`src/rtl/burst_win_pkg.sv`:
```
package burst_win_pkg;

    localparam int DATA_W = 16;
    localparam int FLD_W  = 5;

    // Fixed word addresses of the control word and the window
    localparam int CTL_WORD = 18;
    localparam int WIN_WORD = 19;

    typedef struct packed {
        logic [FLD_W-1:0] len;
        logic [FLD_W-1:0] base;
        logic [FLD_W-1:0] idx;
    } seq_state_t;

endpackage

```
`src/rtl/burst_win_seq.sv`:
```
module burst_win_seq
    import burst_win_pkg::*;
(
    input  logic             clk,
    input  logic             rst_n,
    input  logic             ctl_wr,
    input  logic [FLD_W-1:0] len_in,
    input  logic [FLD_W-1:0] base_in,
    input  logic             win_acc,
    output logic [FLD_W-1:0] len,
    output logic [FLD_W-1:0] base,
    output logic [FLD_W-1:0] idx
);

    seq_state_t st_d, st_q;

    always_comb begin
        st_d = st_q;
        if (ctl_wr) begin
            st_d.len  = len_in;
            st_d.base = base_in;
            st_d.idx  = '0;
        end else if (win_acc) begin
            if (st_q.idx >= st_q.len) begin
                st_d.idx = '0;
            end else begin
                st_d.idx = st_q.idx + 1'b1;
            end
        end
    end

    always_ff @(posedge clk or negedge rst_n) begin
        if (!rst_n) begin
            st_q <= '0;
        end else begin
            st_q <= st_d;
        end
    end

    assign len  = st_q.len;
    assign base = st_q.base;
    assign idx  = st_q.idx;

endmodule

```
`src/rtl/burst_win_bank.sv`:
```
module burst_win_bank
    import burst_win_pkg::*;
#(
    parameter int NUM_REGS = 18,
    parameter int IDX_W    = 6
) (
    input  logic                       clk,
    input  logic                       rst_n,
    input  logic                       wr_en,
    input  logic [IDX_W-1:0]           wr_idx,
    input  logic [DATA_W-1:0]          wr_data,
    input  logic [IDX_W-1:0]           rd_idx,
    output logic [DATA_W-1:0]          rd_data,
    output logic [NUM_REGS*DATA_W-1:0] regs_flat
);

    logic [DATA_W-1:0] regs_d [NUM_REGS];
    logic [DATA_W-1:0] regs_q [NUM_REGS];

    for (genvar g = 0; g < NUM_REGS; g++) begin : g_reg
        localparam logic [IDX_W-1:0] MY_IDX = IDX_W'(g);

        always_comb begin
            regs_d[g] = regs_q[g];
            if (wr_en && (wr_idx == MY_IDX)) begin
                regs_d[g] = wr_data;
            end
        end

        always_ff @(posedge clk or negedge rst_n) begin
            if (!rst_n) begin
                regs_q[g] <= '0;
            end else begin
                regs_q[g] <= regs_d[g];
            end
        end

        assign regs_flat[g*DATA_W +: DATA_W] = regs_q[g];
    end

    // Numbers outside the bank match no register and read as zero
    always_comb begin
        rd_data = '0;
        for (int i = 0; i < NUM_REGS; i++) begin
            if (rd_idx == IDX_W'(i)) begin
                rd_data = regs_q[i];
            end
        end
    end

endmodule

```
`src/rtl/burst_win_top.sv`:
```
module burst_win_top
    import burst_win_pkg::*;
#(
    parameter int NUM_REGS = 18,
    parameter int ADDR_W   = 6
) (
    input  logic                       clk,
    input  logic                       rst_n,
    input  logic [ADDR_W-1:0]          bus_addr,
    input  logic                       bus_wr,
    input  logic                       bus_rd,
    input  logic [DATA_W-1:0]          bus_wdata,
    output logic [DATA_W-1:0]          bus_rdata,
    output logic [NUM_REGS*DATA_W-1:0] regs_flat
);

    localparam logic [ADDR_W-1:0] CTL_A  = ADDR_W'(CTL_WORD);
    localparam logic [ADDR_W-1:0] WIN_A  = ADDR_W'(WIN_WORD);
    localparam logic [ADDR_W-1:0] NREG_A = ADDR_W'(NUM_REGS);

    logic [FLD_W-1:0]  burst_len;
    logic [FLD_W-1:0]  burst_base;
    logic [FLD_W-1:0]  burst_idx;
    logic [ADDR_W-1:0] tgt_num;
    logic              ctl_hit;
    logic              win_hit;
    logic              dir_hit;
    logic              win_acc;
    logic [ADDR_W-1:0] bank_idx;
    logic [DATA_W-1:0] bank_rd;
    logic [DATA_W-1:0] ctl_view;

    assign ctl_hit = (bus_addr == CTL_A);
    assign win_hit = (bus_addr == WIN_A);
    assign dir_hit = (bus_addr < NREG_A);
    assign win_acc = win_hit && (bus_wr || bus_rd);

    assign tgt_num  = ADDR_W'(burst_base) + ADDR_W'(burst_idx);
    assign bank_idx = win_hit ? tgt_num : bus_addr;

    burst_win_seq u_seq (
        .clk     (clk),
        .rst_n   (rst_n),
        .ctl_wr  (ctl_hit && bus_wr),
        .len_in  (bus_wdata[12:8]),
        .base_in (bus_wdata[4:0]),
        .win_acc (win_acc),
        .len     (burst_len),
        .base    (burst_base),
        .idx     (burst_idx)
    );

    burst_win_bank #(
        .NUM_REGS (NUM_REGS),
        .IDX_W    (ADDR_W)
    ) u_bank (
        .clk       (clk),
        .rst_n     (rst_n),
        .wr_en     (bus_wr && (dir_hit || win_hit)),
        .wr_idx    (bank_idx),
        .wr_data   (bus_wdata),
        .rd_idx    (bank_idx),
        .rd_data   (bank_rd),
        .regs_flat (regs_flat)
    );

    assign ctl_view = {3'b000, burst_len, 3'b000, burst_base};

    always_comb begin
        bus_rdata = '0;
        if (bus_rd) begin
            if (ctl_hit) begin
                bus_rdata = ctl_view;
            end else if (dir_hit || win_hit) begin
                bus_rdata = bank_rd;
            end
        end
    end

endmodule

```
`config.mk`:
```
export PLATFORM = sky130hd
export DESIGN_NAME = burst_win_top
export DESIGN_NICKNAME = d
export VERILOG_FILES = /design/src/rtl/burst_win_pkg.sv /design/src/rtl/burst_win_seq.sv /design/src/rtl/burst_win_bank.sv /design/src/rtl/burst_win_top.sv
export SDC_FILE = /design/constraint.sdc
export NUM_CORES = 1
export LEC_CHECK = 0
export ABC_AREA = 1
export CORE_MARGIN = 3
export CORE_UTILIZATION = 55
export DETAILED_ROUTE_END_ITERATION = 10
export DONT_BUFFER_PORTS = 1
export GPL_TIMING_DRIVEN = 0
export PLACE_DENSITY = 0.73
export SYNTH_ARGS = -nofsm -noshare
export SYNTH_HDL_FRONTEND = slang
export SYNTH_HIERARCHICAL = 1
export SYNTH_SLANG_ARGS = --single-unit
```
`constraint.sdc`:
```
create_clock -name clk -period 6.46 [get_ports clk]
set_input_delay 0.646 -clock clk [delete_from_list [all_inputs] [get_ports clk]]
set_output_delay 0.646 -clock clk [all_outputs]
set_load 0.03 [all_outputs]
```
* Word level (Yosys, flattened, before mapping)
Index checks and enable logic that the tools add are counted.
** Storage, ports and cells
- Flip-flop bits (word level) :: 303
- Logic and storage cells :: 94
** Cells by class
- $add $sub $neg :: 2
- $lt $le $gt $ge :: 2
- Equal/unequal tests :: 19
- Multiplexer cells :: 25
- Reductions and logical operators :: 25
** Operators by type and width (number)
- $mux 16 :: 21
- $eq 6x4->1 const B :: 8
- $eq 6x3->1 const B :: 4
- $eq 6x5->1 const B :: 4
- $logic_and 1x1->1 :: 21
- $mux 5 :: 3
- $eq 6x2->1 const B :: 2
- $add 5x5->6 :: 1
- $eq 6x1->1 const B :: 1
- $logic_not 6->1 :: 1
- $lt 6x5->1 const B :: 1
- $mux 6 :: 1
- $add 5x1->5 const B :: 1
- $ge 5x5->1 :: 1
- $logic_or 1x1->1 :: 2
- $reduce_bool 2->1 :: 1

* Longest topological paths before layout
Gate-level depths: netlist of run 1.
- Depth after elaboration :: 24
- Depth in mapped cells :: 24
- Gate-level depth less buffers :: 23

* Hierarchy
The synthesis of run 1 kept the hierarchy.
** Modules (own cells, without submodules)
- burst_win_bank :: instances 1, cells an instance 1545, area an instance 12685.9 sq um
- burst_win_seq :: instances 1, cells an instance 96, area an instance 788.3 sq um
- burst_win_top :: instances 1, cells an instance 99, area an instance 626.9 sq um

* Least setup slack after synthesis of run 1
No wires, ideal clock.
- Path kind :: register to output
- Start point :: reg u_seq.st_q (netlist bit u_seq/idx[0])
- End point :: out bus_rdata[15]
- Arrival time :: 3.152 ns
- Required time :: 5.814 ns
- Path slack :: 2.662 ns
- Stages on the path, launching flop included :: 20
- Path through :: dfrtp_1 > ha_1 > inv_1 > fa_1 > a21oi_1 > inv_2 > nor2_4 > nand2_1 > nor2_2 > buf_2 > nand2_1 > nand4_1 > nor2_1 > nand3_1 > nand2_1 > nand4_1 > nor2_1 > nand4_1 > inv_1 > nor2_1
** On the way
- Cells in the longest elaborated chain, start to end :: 24
- Elaborated cells on any way between the ends :: 41
** Ends and longest elaborated chain
- from (decl) :: line burst_win_seq.sv:15 : seq_state_t st_d, st_q;
- from (signal assigned) :: line burst_win_seq.sv:36 : st_q <= st_d;
- $add 5x5->6 (*) :: line burst_win_top.sv:38 : assign tgt_num = ADDR_W'(burst_base) + ADDR_W'(burst_idx);
- $mux 6 (*) :: line burst_win_top.sv:39 : assign bank_idx = win_hit ? tgt_num : bus_addr;
- named net bank_idx[1] :: line burst_win_top.sv:29 : logic [ADDR_W-1:0] bank_idx;
- $logic_not 6->1 :: line burst_win_bank.sv:45 : if (rd_idx == IDX_W'(i)) begin
- $mux 16 (17 in a row) :: line burst_win_bank.sv:45
- $mux 16 (*) :: line burst_win_bank.sv:45
- named net bank_rd[15] :: line burst_win_top.sv:30 : logic [DATA_W-1:0] bank_rd;
- $mux 16 (*) :: line burst_win_top.sv:74 : end else if (dir_hit || win_hit) begin
- $mux 16 (*) :: line burst_win_top.sv:72 : if (ctl_hit) begin
- $mux 16 (*) :: line burst_win_top.sv:71 : if (bus_rd) begin
- to (decl) :: line burst_win_top.sv:13 : output logic [DATA_W-1:0] bus_rdata,
Mark *: on every way through the listed nets, which the timed path passes. The rest lies on a longest branch.

* Worst setup path after layout of run 1
- Start point :: reg u_seq.st_q (netlist bit u_seq/idx[0])
- End point :: out bus_rdata[8]
Same word-level chain as after synthesis.

==> reports/results.tsv, run 1 <==
metric	value	unit
io_buffers	0	
outcome	complete, but fails checks	
netlist_top_cells_area	dfrtp_1 54%, nand2_1 15%, o21ai_0 10%, nand4_1 3.1%, nor2_1 3.1%	
synthArstFlopShare	100	%
irDropWorstVdd	0.210	mV
dieHeight	166	um
synthTopCellsByCount	582 x nand2_1, 303 x dfrtp_1, 292 x o21ai_0	
yosysSeqAreaShare	53.8	%
grt_first_pass_wirelength	77.5	mm
cts_resized	0	
synth_edf_count	0	
drt_wl_total	52.4	mm
cp.arrival	5410	ps
grt_pass1_vias	12400	
synth_warnings	6	
gp_congestion	0.953	
synth_flop_cell	dfrtp_1	
synth_top_area_share	53.8	%
cp_common_cell	nand2_1	
place_ws	1270	ps
hold_path_class	input port to async pin	
vias_per_cell	6.18	
cp.required	5810	ps
crit_type	register to primary output	
via_count	13100	
worst_slew_pin_slew	1080	ps
antenna_found_initial	2	
fin_worst_skew	10.2	ps
drt_iter0_markers	1566	
slowest_stage	a21oi_1	
synth_cells	1740	
grt_max_degree	304	
synth.most_common_cell	nand2_1	
timing.final.crit_share	93.8	%
slew_viol_final	0	
path_cells	ha_1, inv_1, fa_1, a21oi_1, nor2_2, nand2_1, nor2_2, buf_4, nand2_1, nand3_1, nor2_1, nand4_1, nor2_1, nand3_1, nand2_1, nand4_1, nor2_1, nand4_1, nand3_2, nand2_1	
dr.pass1.iters	6	
n_antenna_cell	0	
power_leakage	7.09	nW
dpl_cell_area	14500	um2
clock_path_buffers	3	
syn2layout_area_growth	10.0	%
power_density	284	nW/um2
io_pins	330	
hold-worst-slack	-212	ps
drc	0	
wl_per_cell	24.7	um
dieArea	27600	um2
relSlewSlack	27.4	%
slowest_delay	700	ps
cts.reportedPaths.clkPinSlew	60	ps
core_area	24700	um2
totalPowerFinal	0.00441	W
ant_nets	0	
cp-start-kind	register	
post-cts-setup-buffer-count	0	
fill_cells	2109	
htree_num_levels	1	
setup_viol	0	
yosys.area.top_type	dfrtp_1	
cts_root_buf	clkbuf_16	
design_area	15500	um2
initial_core_util	57.0	%
gr-usage-all-layers	36.4	%
path_buf_inv	2	
tns	0	ps
cts_made_buffers	31	
rsz0062_at_grt	no	
clock_sinks	303	
netlist_area	14100	um2
dp_hpwl	38.1	mm
rows	57	
insertion_delay	570	ps
die_w	166	um
maxCapViolCount	0	
avgSynthCellArea	8.10	um2
max_freq	0.165	GHz
synth_cell_type_count	36	
crit_family	simple AND/OR/NAND/NOR gates	
final.min_clock_period	6060	ps
violations	hold timing	
final_layout_size_suffix_gt1_share	6.62	%
ys_seq_elements	303	
syn_nets	1778	
end_kind	primary output	
setup_slack	401	ps
timing.final.hold_violations	303	
tritoncts	built	
nets	1811	
grt_overflow_total	0	
critPathMaxFanout	10	
==> placed cells by master, fill, tap and decap left out, drive strengths merged <==
cell type  netlist  layout
o211ai           2       2
o21bai           2       2
nand3           75      75
dfrtp          303     303
nand2          587     587
xnor2            1       1
or2             13      13
o21ai          292     292
a21oi           18      18
xor2             2       2
nor2           135     135
nor4             1       1
clkbuf          78     124
nor3             3       3
nand3b           3       3
fa               1       1
clkinvlp         0       2
a21boi           1       1
nor3b            9       9
ha              11      11
buf             21      21
o21a             1       1
nand4           71      71
bufinv           0       1
clkinv           1       9
inv            109     110
==> logic make-up after synthesis <==
group	share of synthesized area (%)
buf+inv	6.01
fa+ha+maj	1.12
simple gates	27.6
flops	53.8
compound gates	11.3
xor+xnor	0.186
==> sequential cells by signal (all words and copies together), names as in the netlist <==
register and count:
u_bank/regs_flat 288, u_seq/base 5, u_seq/idx 5, u_seq/len 5
==> path summary, 6_finish.rpt <==
kind / start / to / slack, ps / cells past startpoint
worst max-delay path: u_seq/idx[0] / bus_rdata[8] / 400 / 20
worst min-delay path: rst_n / u_bank/regs_flat[102] / -210 / 0
worst max register to register: u_seq/idx[0] / u_bank/regs_flat[172] / 3040 / 10
worst min register to register: u_seq/base[2] / u_seq/base[2] / 550 / 2
max in group asynchronous: rst_n / u_bank/regs_flat[282] / 6180 / 0
min in group clk: bus_wdata[2] / u_seq/base[2] / 200 / 2
==> cell type report <==
type | instances | area [um2] | share of cell area (%)
clock inverters | 12 | 93.8 | 0.605
flip-flops and latches | 303 | 7580 | 48.9
plain buffers | 99 | 434 | 2.80
clock buffers | 46 | 912 | 5.88
inverters | 110 | 413 | 2.66
well taps | 324 | 405 | 2.61
multi-input cells | 1228 | 5670 | 36.6
==> metal layers <==
layer / part of all wire (%) / global-route usage (%) / vias up
li1: - / - / 5728
met1: 37 / 46.0 / 6380
met4: 4.6 / 14.1 / 2
met2: 45 / 57.3 / 848
met5: 0.025 / 0 / -
met3: 13 / 13.9 / 159
==> per-stage QoR <==
step	std cells	util, %
2_1_floorplan	1740	-
3_3_place_gp	2064	58.6
3_5_place_dp	2064	58.6
4_1_cts	2122	62.7
5_1_grt	2122	62.7
6_report	2122	62.7
==> worst reg2reg max path, delay by kind of cell (launching register included) <==
family / cells / cell delay [ps]
flops: 1 / 460
compound gates: 2 / 800
fa+ha+maj: 2 / 670
buf+inv: 3 / 580
simple gates: 3 / 760
==> where the power goes <==
group	total (W)	switching, W	leakage [nW]	internal (W)
clock network	0.00177	0.000759	0.498	0.00101
logic	0.000267	0.000185	2.44	0.0000816
registers	0.00237	0.000363	4.15	0.00201
No activity file was read; power rests on OpenSTA's default activity.
==> inputs of run 2 (changes only) <==
PLACE_DENSITY = 0.69   (was 0.73)
SLEW_MARGIN = 0   (was default)
==> run 2 against run 1 <==
Combinational power barely moved. Wire length rose by 1.3%. Critical path depth did not move. Core utilization rose by 0.51 points. Clock power rose by 12%. Hold slack improved by 45 ps. The run still ends with hold timing left. Register-to-register slack improved by 80 ps. Via count rose by 0.53%. Flip-flop and latch count did not move. Total power rose by 4.7%.
==> reports/results.tsv, run 2 (synthesized netlist as in run 1, its figures left out) <==
metric	value	unit	change
r2r_slack	3120	ps	was 3040 ps
switching_share	29.0	%	was 29.6%
grt_first_pass_wirelength	78.6	mm	was 77.5 mm
slowest_stage	o21bai_1		was a21oi_1
slowest_delay	700	ps	about the same
cp-start-kind	register		unchanged
wl_per_cell	25.0	um	was 24.7 um
grt_pass1_vias	12400		about the same
power_frac_comb	5.8	%	was 6.0%
via_count	13200		was 13,100
power_leakage	7.16	nW	was 7.09 nW
cp.arrival	5340	ps	was 5410 ps
die_w	166	um	unchanged
final.min_clock_period	5980	ps	was 6060 ps
crit-reg2reg-capture	u_bank/regs_flat[266]		was u_bank/regs_flat[172]
clock_path_buffers	3		unchanged
fill_cells	2160		was 2,109
insertion_delay	520	ps	was 570 ps
dieArea	27600	um2	unchanged
setup_viol	0		unchanged
nets	1814		was 1,811
path_cells	ha_1, inv_1, fa_1, xor2_1, o21bai_1, nor2_1, buf_2, buf_2, nand4_1, nand2_1, nor2_1, nand4_1, nor2_1, nand4_1, nor2_1, nand4_1, nor2_1, nand4_1, nand3_2, nand2_1		was ha_1, inv_1, fa_1, a21oi_1, nor2_2, nand2_1, nor2_2, buf_4, nand2_1, nand3_1, nor2_1, nand4_1, nor2_1, nand3_1, nand2_1, nand4_1, nor2_1, nand4_1, nand3_2, nand2_1
clock_sinks	303		unchanged
dp_hpwl	38.2	mm	was 38.1 mm
gr-usage-all-layers	37.2	%	was 36.4%
r2r_start	u_seq/idx[0]		unchanged
rsz0062_at_grt	no		unchanged
power_density	295	nW/um2	was 284 nW/um2
irDropWorstVdd	0.261	mV	was 0.210 mV
end_kind	primary output		unchanged
grt_max_degree	304		unchanged
drc	0		unchanged
fin_worst_skew	16.8	ps	was 10.2 ps
drt_wl_total	53.1	mm	was 52.4 mm
final_cell_mix	582 x nand2_1, 303 x dfrtp_1, 292 x o21ai_0		unchanged
htree_num_levels	2		was 1
tritoncts	built		unchanged
largest_register_ffs	288		unchanged
initial_core_util	57.0	%	unchanged
drt_iter0_markers	1776		was 1,566
slew_viol_final	0		unchanged
max_freq	0.167	GHz	was 0.165 GHz
syn2layout_area_growth	10.9	%	was 10.0%
worst_slew_pin_slew	1020	ps	was 1080 ps
timing.final.crit_share	92.6	%	was 93.8%
core_area	24700	um2	unchanged
tns	0	ps	unchanged
p_clk_share	42.8	%	was 40.2%
antenna_found_initial	0		was 2
totalPowerFinal	0.00462	W	was 0.00441 W
vias_per_cell	6.21		was 6.18
mostFrequentLayoutCell	nand2_1		unchanged
grt_overflow_total	0		unchanged
rr_worst_depth	11		was 10
crit_type	register to primary output		unchanged
internal-power	0.00328	W	was 0.00311 W
cts_root_buf	clkbuf_16		unchanged
hold_path_class	input port to async pin		unchanged
gp_congestion	0.966		was 0.953
dr.pass1.iters	6		unchanged
cts_made_buffers	34		was 31
ant_nets	0		unchanged
io_pins	330		unchanged
dieHeight	166	um	unchanged
critPathMaxFanout	10		unchanged
violations	hold timing		unchanged
hold-worst-slack	-168	ps	was -212 ps
sequentialPowerShare	51.4	%	was 53.8%
final_layout_size_suffix_gt1_share	6.77	%	was 6.62%
n_antenna_cell	0		unchanged
relSlewSlack	31.8	%	was 27.4%
maxCapViolCount	0		unchanged
outcome	complete, but fails checks		unchanged
io_buffers	0		unchanged
cts.reportedPaths.clkPinSlew	60	ps	about the same
timing.final.hold_violations	300		was 303
cp.required	5810	ps	about the same
p_sw	0.00134	W	was 0.00131 W
rows	57		unchanged
## run 2: cell types whose count changed in the layout (fill, tap and decap cells not counted)
cell / delta
bufinv_16: +2
clkbuf_16: +4
clkinvlp_4: -1
clkbuf_8: -2
## run 2: critical path: cells and delay by family (launching register included)
kind,cells,cell delay [ps]
buf+inv,3,510
simple gates,13,2420
compound gates,1,700
xor+xnor,1,160
fa+ha+maj,2,590
flops,1,450
## run 2: cell type report
type | instances | area [um2] | area share, %
well taps | 324 | 405 | 2.59
inverters | 110 | 413 | 2.64
multi-input cells | 1228 | 5670 | 36.3
flip-flops and latches | 303 | 7580 | 48.5
clock buffers | 48 | 985 | 6.30
clock inverters | 13 | 146 | 0.936
plain buffers | 99 | 434 | 2.78
## run 2: metrics by stage
stage	instances	area, um2	util (%)	setup WS (ps)
3_5_place_dp	2064	14500	58.6	1290
6_report	2125	15600	63.2	478
5_1_grt	2125	15600	63.2	457
2_1_floorplan	1740	14100	-	2660
4_1_cts	2125	15600	63.2	734
3_3_place_gp	2064	14500	58.6	1300
## run 2: what timing repair did
item	4_1_cts	5_1_grt
setup buffers	0	0
resized for setup	0	0
hold endpoints to repair	303	303
## run 2: worst max-delay path by stage
| stage | start | to | slack, ps | depth (start not counted) |
|---|---|---|---|---|
| floorplan | u_seq/idx[0] | bus_rdata[15] | 2660 | 19 |
| global placement | u_seq/idx[0] | bus_rdata[10] | 1300 | 20 |
| detailed placement | u_seq/idx[0] | bus_rdata[10] | 1290 | 20 |
| CTS | u_seq/idx[0] | bus_rdata[10] | 730 | 20 |
| global route | u_seq/idx[0] | bus_rdata[10] | 460 | 20 |
| finish | u_seq/idx[0] | bus_rdata[10] | 480 | 20 |
## run 2: routing by layer
metal  vias up  wire (um)  track usage [%]
met5         -          0                0
met4         0       2390             14.8
met3       163       6930             13.4
met2       854      24100             58.3
met1      6434      19700             47.7
li1       5736          -                -
## run 2: power groups by stage
stage / clock, W / combinational, W / sequential [W]
finish: 0.00198 / 0.000268 / 0.00237
floorplan: 0 / 0.000179 / 0.00234
detailed placement: 0 / 0.000259 / 0.00241
global placement: 0 / 0.000248 / 0.00240
CTS: 0.00199 / 0.000261 / 0.00237
global route: 0.00207 / 0.000298 / 0.00239
